[config.mk]
export PLATFORM = sky130hd
export DESIGN_NAME = serial_frame_tx
export DESIGN_NICKNAME = d
export VERILOG_FILES = /design/src/rtl/txf_pkg.sv /design/src/rtl/txf_go_fall.sv /design/src/rtl/txf_word_hold.sv /design/src/rtl/txf_sequencer.sv /design/src/rtl/serial_frame_tx.sv
export SDC_FILE = /design/constraint.sdc
export NUM_CORES = 1
export LEC_CHECK = 0
export BUFFER_PORTS_ARGS = -buffer_cell sky130_fd_sc_hd__buf_2
export CAP_MARGIN = 15
export CORE_AREA = 2 2 39 41
export CTS_CLUSTER_SIZE = 30
export DETAILED_ROUTE_END_ITERATION = 10
export DIE_AREA = 0 0 41 43
export PLACE_DENSITY = 0.49
export RECOVER_POWER = 25
export SYNTH_ARGS = -nofsm -noshare
export SYNTH_HDL_FRONTEND = slang
export SYNTH_SLANG_ARGS = --single-unit
[constraint.sdc]
create_clock -name clk -period 1.7 [get_ports clk]
set_clock_uncertainty 0.05 [all_clocks]
set_input_delay 0.255 -clock clk [delete_from_list [all_inputs] [get_ports clk]]
set_output_delay 0.255 -clock clk [all_outputs]
set_load 0.01 [all_outputs]
[src/rtl/txf_pkg.sv]
package txf_pkg;

    typedef enum logic [1:0] {
        TXF_IDLE  = 2'd0,
        TXF_START = 2'd1,
        TXF_DATA  = 2'd2,
        TXF_STOP  = 2'd3
    } txf_state_e;

    localparam logic LVL_START = 1'b1;
    localparam logic LVL_STOP  = 1'b0;
    localparam logic LVL_REST  = 1'b0;

    function automatic int unsigned idx_width(input int unsigned w);
        return (w > 1) ? $clog2(w) : 1;
    endfunction

    function automatic int unsigned frame_cycles(input int unsigned w);
        return w + 2;
    endfunction

    function automatic logic line_level(input txf_state_e st, input logic data_bit);
        logic lvl;
        unique case (st)
            TXF_START: lvl = LVL_START;
            TXF_DATA:  lvl = data_bit;
            TXF_STOP:  lvl = LVL_STOP;
            default:   lvl = LVL_REST;
        endcase
        return lvl;
    endfunction

endpackage

[src/rtl/txf_go_fall.sv]
module txf_go_fall (
    input  logic clk,
    input  logic rst,
    input  logic go_i,
    output logic fall_o
);
    logic go_prev_q;

    always_ff @(posedge clk) begin
        if (rst) go_prev_q <= 1'b0;
        else     go_prev_q <= go_i;
    end

    assign fall_o = go_prev_q & ~go_i;

    // two falls can never be seen on adjacent edges
    p_fall_single_r7: assert property (@(posedge clk) disable iff (rst)
        fall_o |=> !fall_o);

endmodule

[src/rtl/txf_word_hold.sv]
module txf_word_hold #(
    parameter int unsigned DATA_W = 3
) (
    input  logic              clk,
    input  logic              rst,
    input  logic              load_i,
    input  logic [DATA_W-1:0] d_i,
    output logic [DATA_W-1:0] q_o
);
    always_ff @(posedge clk) begin
        if (rst)         q_o <= '0;
        else if (load_i) q_o <= d_i;
    end

    p_hold_stable_r4: assert property (@(posedge clk) disable iff (rst)
        !load_i |=> $stable(q_o));

endmodule

[src/rtl/txf_sequencer.sv]
module txf_sequencer
    import txf_pkg::*;
#(
    parameter int unsigned DATA_W = 3,
    localparam int unsigned IDX_W = idx_width(DATA_W)
) (
    input  logic             clk,
    input  logic             rst,
    input  logic             fall_i,
    output logic             load_o,
    output txf_state_e       state_o,
    output logic [IDX_W-1:0] idx_o
);
    localparam logic [IDX_W-1:0] LAST_IDX = IDX_W'(DATA_W - 1);

    txf_state_e       state_q, state_d;
    logic [IDX_W-1:0] idx_q, idx_d;

    assign load_o = (state_q == TXF_IDLE) && fall_i;

    always_comb begin
        state_d = state_q;
        idx_d   = idx_q;
        unique case (state_q)
            TXF_IDLE: begin
                idx_d = '0;
                if (fall_i) state_d = TXF_START;
            end
            TXF_START: begin
                state_d = TXF_DATA;
                idx_d   = '0;
            end
            TXF_DATA: begin
                if (idx_q == LAST_IDX) begin
                    state_d = TXF_STOP;
                    idx_d   = '0;
                end else begin
                    idx_d = idx_q + 1'b1;
                end
            end
            TXF_STOP: state_d = TXF_IDLE;
            default:  state_d = TXF_IDLE;
        endcase
    end

    always_ff @(posedge clk) begin
        if (rst) begin
            state_q <= TXF_IDLE;
            idx_q   <= '0;
        end else begin
            state_q <= state_d;
            idx_q   <= idx_d;
        end
    end

    assign state_o = state_q;
    assign idx_o   = idx_q;

    p_fall_starts_r2: assert property (@(posedge clk) disable iff (rst)
        (state_q == TXF_IDLE && fall_i) |=> (state_q == TXF_START));

    p_busy_no_restart_r5: assert property (@(posedge clk) disable iff (rst)
        (state_q != TXF_IDLE) |=> (state_q != TXF_START));

    p_data_walk_r3: assert property (@(posedge clk) disable iff (rst)
        (state_q == TXF_DATA && idx_q != LAST_IDX) |=>
            (state_q == TXF_DATA && idx_q == $past(idx_q) + 1'b1));

    p_start_to_data_r3: assert property (@(posedge clk) disable iff (rst)
        (state_q == TXF_START) |=> (state_q == TXF_DATA && idx_q == '0));

    p_stop_then_idle_r8: assert property (@(posedge clk) disable iff (rst)
        (state_q == TXF_STOP) |=> (state_q == TXF_IDLE));

endmodule

[src/rtl/serial_frame_tx.sv]
module serial_frame_tx
    import txf_pkg::*;
#(
    parameter int unsigned DATA_W = 3
) (
    input  logic              clk,
    input  logic              rst,
    input  logic              go,
    input  logic [DATA_W-1:0] data_in,
    output logic              ser
);
    localparam int unsigned IDX_W = idx_width(DATA_W);

    logic              fall;
    logic              load;
    txf_state_e        state;
    logic [IDX_W-1:0]  idx;
    logic [DATA_W-1:0] word_q;

    txf_go_fall u_fall (
        .clk    (clk),
        .rst    (rst),
        .go_i   (go),
        .fall_o (fall)
    );

    txf_sequencer #(.DATA_W(DATA_W)) u_seq (
        .clk     (clk),
        .rst     (rst),
        .fall_i  (fall),
        .load_o  (load),
        .state_o (state),
        .idx_o   (idx)
    );

    txf_word_hold #(.DATA_W(DATA_W)) u_hold (
        .clk    (clk),
        .rst    (rst),
        .load_i (load),
        .d_i    (data_in),
        .q_o    (word_q)
    );

    logic cur_bit;
    always_comb begin
        cur_bit = 1'b0;
        for (int i = 0; i < DATA_W; i++) begin
            if (IDX_W'(i) == idx) cur_bit = word_q[i];
        end
    end

    assign ser = line_level(state, cur_bit);

    p_reset_low_r1: assert property (@(posedge clk) disable iff (rst)
        $past(rst) |-> (ser == 1'b0));

    p_start_bit_r2: assert property (@(posedge clk) disable iff (rst)
        load |=> ser);

    p_data_bit_r4: assert property (@(posedge clk) disable iff (rst)
        load |=> ##1 (ser == $past(data_in[0], 2)));

endmodule

[Word-level counts from Yosys, hierarchy flattened]
Cells that the tools add are included.
Storage, ports and cells
  register bits after elaboration: 8
  bits in latches: 0
  memory bits (writable): 0
  memory bits (read-only): 0
  input port bits: 6
  output and inout bits: 1
  word-level logic and storage cells: 30
  memories kept: 0
Cells by class
  $add $sub $neg: 1
  multipliers: 0
  div/mod/pow operators: 0
  $lt $le $gt $ge: 0
  eq/ne operators: 8
  shift operators: 0
  multiplexer cells: 9
  bitwise operators: 2
  reductions and logical operators: 6
Operators by type and width (number)
  $pmux 2 s4: 1
  $eq 2x2->1 const B: 3
  $mux 2: 3
  $logic_not 2->1: 2
  $ne 2x1->1 const B: 2
  $pmux 2 s2: 1
  $mux 1: 3
  $add 2x1->2 const B: 1
  $eq 1x2->1 const A: 1
  $eq 2x1->1 const B: 1
  $eq 2x2->1 const A: 1
  $pmux 1 s2: 1
  $reduce_and 2->1: 1
  $reduce_bool 2->1: 1
  $reduce_or 2->1: 1
  $and 1x1->1: 1
  $logic_and 1x1->1: 1
  $not 1->1: 1

[Longest topological paths before layout]
  depth after elaboration: 5
  gate-level depth with buffers: 5
  mapped depth without buffers: 5

[Modules after synthesis]
Synthesis repeated with hierarchy kept, for this count alone.
Second synthesis, totals
  cells, all modules: 46
  area total of the unflattened synthesis: 445.4 um^2
Modules (own cells, without submodules)
  txf_sequencer: times used 1, cells an instance 25, area each 240.2 um^2, seq. area each 80.1 um^2
  txf_word_hold: times used 1, cells an instance 9, area each 101.3 um^2, seq. area each 60.1 um^2
  serial_frame_tx: times used 1, cells an instance 9, area each 68.8 um^2, seq. area each 0.0 um^2
  txf_go_fall: times used 1, cells an instance 3, area each 35.0 um^2, seq. area each 20.0 um^2

[Worst setup path after synthesis]
No wires, ideal clock.
  kind: flip-flop to output port
  from: register u_seq.state_q[0] (netlist: u_seq.state_o[0])
  to: output port ser
  arrival: 1087 ps
  required time: 1395 ps
  setup slack: 308 ps
  cell stages (with the launch flop): 5
  path buffers: 0
  cell sequence: dfxtp_1 > inv_1 > ha_1 > nor3b_1 > o31a_1
On the way
  cells in the longest elaborated chain, start to end: 2
  elaborated cells on any way between the ends: 3
  those cells by class: eq/ne (2); mux (1)
Ends and longest elaborated chain
  from (decl): RTL line txf_sequencer.sv:16  | txf_state_e state_q, state_d;
  from (signal assigned): RTL line txf_sequencer.sv:51  | state_q <= state_d;
  $eq 2x2->1 / $eq 2x1->1 (equally long branches): RTL line txf_pkg.sv:24  | unique case (st)
  $pmux 1 s2 (*): RTL line txf_pkg.sv:24
  to (decl): RTL line serial_frame_tx.sv:10  | output logic ser
Every way passes the cells marked *; elsewhere a longest branch is shown, timed or not.

[Final worst setup path]
Ends and elaborated chain as after synthesis.

==> results.txt <==
----------------------------------------------------
[Place]
  HPWL Detailed ... between 500 and 600 um
  Count of port buffers added during placement ... 6
  Worst slack at placement ... 169.3 ps
  Final weighted congestion of routability-driven global placement ... slightly above 0.6
  Post-place instance area ... 455.4 um^2

[Synthesis]
  Count of unique library cells instantiated by Yosys ... 17
  Synthesized area ... 409.1 um^2
  Register bit count reported by yosys ... 8
  Synth Net Count ... 51
  Synthesized area divided by synthesized cell count ... 9.979 um^2
  Sequential area share after synthesis ... between 30% and 40%
  Cell count after synthesis ... between 40 and 50
  Number of warnings issued by yosys ... 0

[Final layout]
  Area added between synthesis and finish ... 26.61%
  Fraction of final layout cells sized beyond drive strength 1 ... 32.69%
  Total inserted antenna cells ... 0
  Net total in the final layout ... 64
  Final Util ... 37.43%
  Final cell area excluding filler cells ... 518.0 um^2

[Critical path]
  Largest delay contributor family on the critical path ... flip-flops
  Startpoint of the worst setup timing path ... u_seq.state_o[0]$_SDFFE_PP0P_
  Buffers and inverters on the worst path ... 2
  Type of the worst setup path ... register to primary output
  Crit path DAT ... 1360 ps
  CP required ... 1390 ps
  Worst path cell trace ... inv_4 -> ha_4 -> nor3b_1 -> o31a_1 -> buf_2
  Worst Path Max Fanout ... 3
  Startpoint of the lowest-slack register-to-register path ... u_seq.state_o[0]$_SDFFE_PP0P_
  Largest incremental delay on the critical path ... 360 ps
  Crit-path slowest cell ... dfxtp_2
  Endpoint class of the critical path ... primary output
  Startpoint type of the worst setup path ... register

[Pwr]
  Comb pwr share ... ~36%
  Pwr per Cell Area ... 1200 nW/um^2
  Design Power ... a little over 0.6 mW
  Maximum VDD drop ... 0.0003670 V
  Reported leakage power ... 0.2280 nW
  Net Sw Power ... 0.2062 mW
  Internal ... 0.4156 mW
  Clock Power Share ... 24.3%
  Fraction of power consumed by sequential logic ... between 30% and 40%
  Share of total power consumed by net switching ... 33.16%

[Global route]
  Global-route wire length before repair ... between 1000 and 1500 um
  Congestion Overflow GR ... 0
  Overall global routing resource usage ... 11.06%
  Maximum number of pins on one net before global-route repair ... 10
  Antenna violations before repair ... 0
  Vias in the first global route ... 321

[Detailed routing]
  Count of vias placed by the detailed router ... 311
  Remaining routing DRC violations ... 0
  Routed Wire Length ... 751 um
  Routed wire per std cell ... 11.04 um
  Via density per instance ... 4.574
  Antenna violation net count after detailed routing ... 0
  Iteration-0 DRC count of the detailed router ... 4
  Number of optimization iterations in the first detailed-route pass ... 3

[Timing]
  Final Setup Violations ... 0
  Final critical-path share of the clock period ... 97.99%
  Worst hold slack ... between 150 and 200 ps
  Max frequency ... between 0.6 and 0.7 GHz
  Fin crit period ... roughly 1700 ps
  Final critical-path setup slack ... 34.10 ps
  Max-slew violation count ... 0
  Final hold violations ... 0
  Max-slew headroom ... 73.48%
  Transition time at the pin with the least slew margin ... 397.8 ps
  Unrepaired setup endpoints after global routing ... yes

[Clock network]
  Number of H-tree levels ... 1
  Clock buffer count from CTS ... 3
  Hold buffers post-CTS ... 0
  Clock tree from TritonCTS ... yes
  Total clock sinks ... 8
  Master cell of the clock root buffer ... clkbuf_4
  Insertion delay to the later sink of the worst-skew pair ... 250 ps
  Number of buffers on the longest clock path ... 2
  Worst-path clk slew ... 60 ps

[Floorplan]
  Core Area ... 1384 um^2
  Area of the die ... about 1800 um^2
  Height of the die ... approximately 43 um
  Initial standard-cell utilization of the core ... between 20% and 30%
  Rows ... 14
  X dimension of the die ... roughly 41 um
  Boundary pin count ... 7

[Worst hold path]
  Worst hold path type ... input pin to register
  Worst hold start ... go

[Outcome]
  Result of the run ... completed

[Flow run]
  Max capacitance violation total ... 0

----------------------------------------------------
cell type report:
| type | count | area (um^2) |
|---|---|---|
| clock buffers | 3 | 22.52 |
| fillers | 146 | 865.8 |
| inverters | 2 | 10.01 |
| multi-input cells | 30 | 250.2 |
| flip-flops and latches | 8 | 163.9 |
| well taps | 16 | 20.02 |
| repair buffers | 9 | 51.30 |
power by group through the flow:
stage,Sequential (mW),Combinational (mW),Clock (mW)
after floorplan,0.235,0.151,0
after global placement,0.239,0.195,0
after detailed placement,0.239,0.190,0
after CTS,0.239,0.216,0.158
after global routing,0.251,0.253,0.164
final,0.247,0.223,0.151
placed cells by master (no fill, tap or decap), types with 2 or more instances in the layout:
cell	instances
nor2_1	6
mux2i_1	5
buf_2	5
dfxtp_1	5
nand2b_1	4
ha_1	3
clkbuf_4	3
buf_4	3
dfxtp_2	3
a21oi_1	2
state kept, by name, summed over array words and instances, names as in the netlist:
name              cells
u_hold.q_o            3
u_seq.state_o         2
u_seq.idx_o           2
u_fall.go_prev_q      1
metrics by stage:
step                TNS [ps]  std cells
floorplan                  0         41
global placement           0         62
detailed placement         0         62
CTS                        0         68
global route          -20.68         68
finish                     0         68
worst reg2reg max path, cell delays in order (launching register included):
cell	delay [ps]
dfxtp_2	360
inv_4	50
ha_4	150
buf_4	130
buf_4	130
a22o_1	230
a211oi_2	220
final timing paths:
path	cells past startpoint	slack, ps	to
hold / removal	2	180	u_fall.go_prev_q$_SDFF_PP0_
hold reg to reg	2	440	u_hold.q_o[2]$_SDFFE_PP0P_
setup reg to reg	6	300	u_seq.state_o[0]$_SDFFE_PP0P_
setup / recovery	5	30	ser
what timing repair did:
action                                  in CTS  in global routing
buffers inserted                             3                  0
pin swaps                                    0                  0
endpoints found under the setup margin       1                  1
hold endpoints to repair                     0                  0
gates resized for setup                      4                  3
synthesized netlist by cell type, drive strengths merged:
cell type	instances	area share [%]
a211oi	1	3.1
a21oi	2	2.4
a22o	1	2.1
and4b	1	2.4
clkbuf	1	0.92
dfxtp	8	39
ha	4	12
inv	2	1.8
mux2i	5	12
nand2b	4	6.1
nand3b	1	1.8
nor2	6	5.5
nor2b	1	1.5
nor3b	1	1.8
nor4b	1	2.1
nor4bb	1	2.4
o31a	1	2.1
metal layers:
layer  vias up  global-route usage (%)  share of wire (%)
li1        166                       -                  -
met1       141                   10.97                 45
met2         4                   18.13                 53
met3         0                   6.283                2.4
met4         0                   4.000                  0
met5         -                       0                  0
cell families (layout without fill, tap and decap cells):
group	after synthesis	in the layout	share of synthesized area [%]
and+or+nand+nor	16	16	23.85
DFF	8	8	39.14
AOI/OAI and AO/OA	5	5	9.786
muxes	5	5	12.23
adders and majority gates	4	4	12.23
buffers and inverters	3	14	2.752
Note: power is estimated with default switching activity, not from simulation.
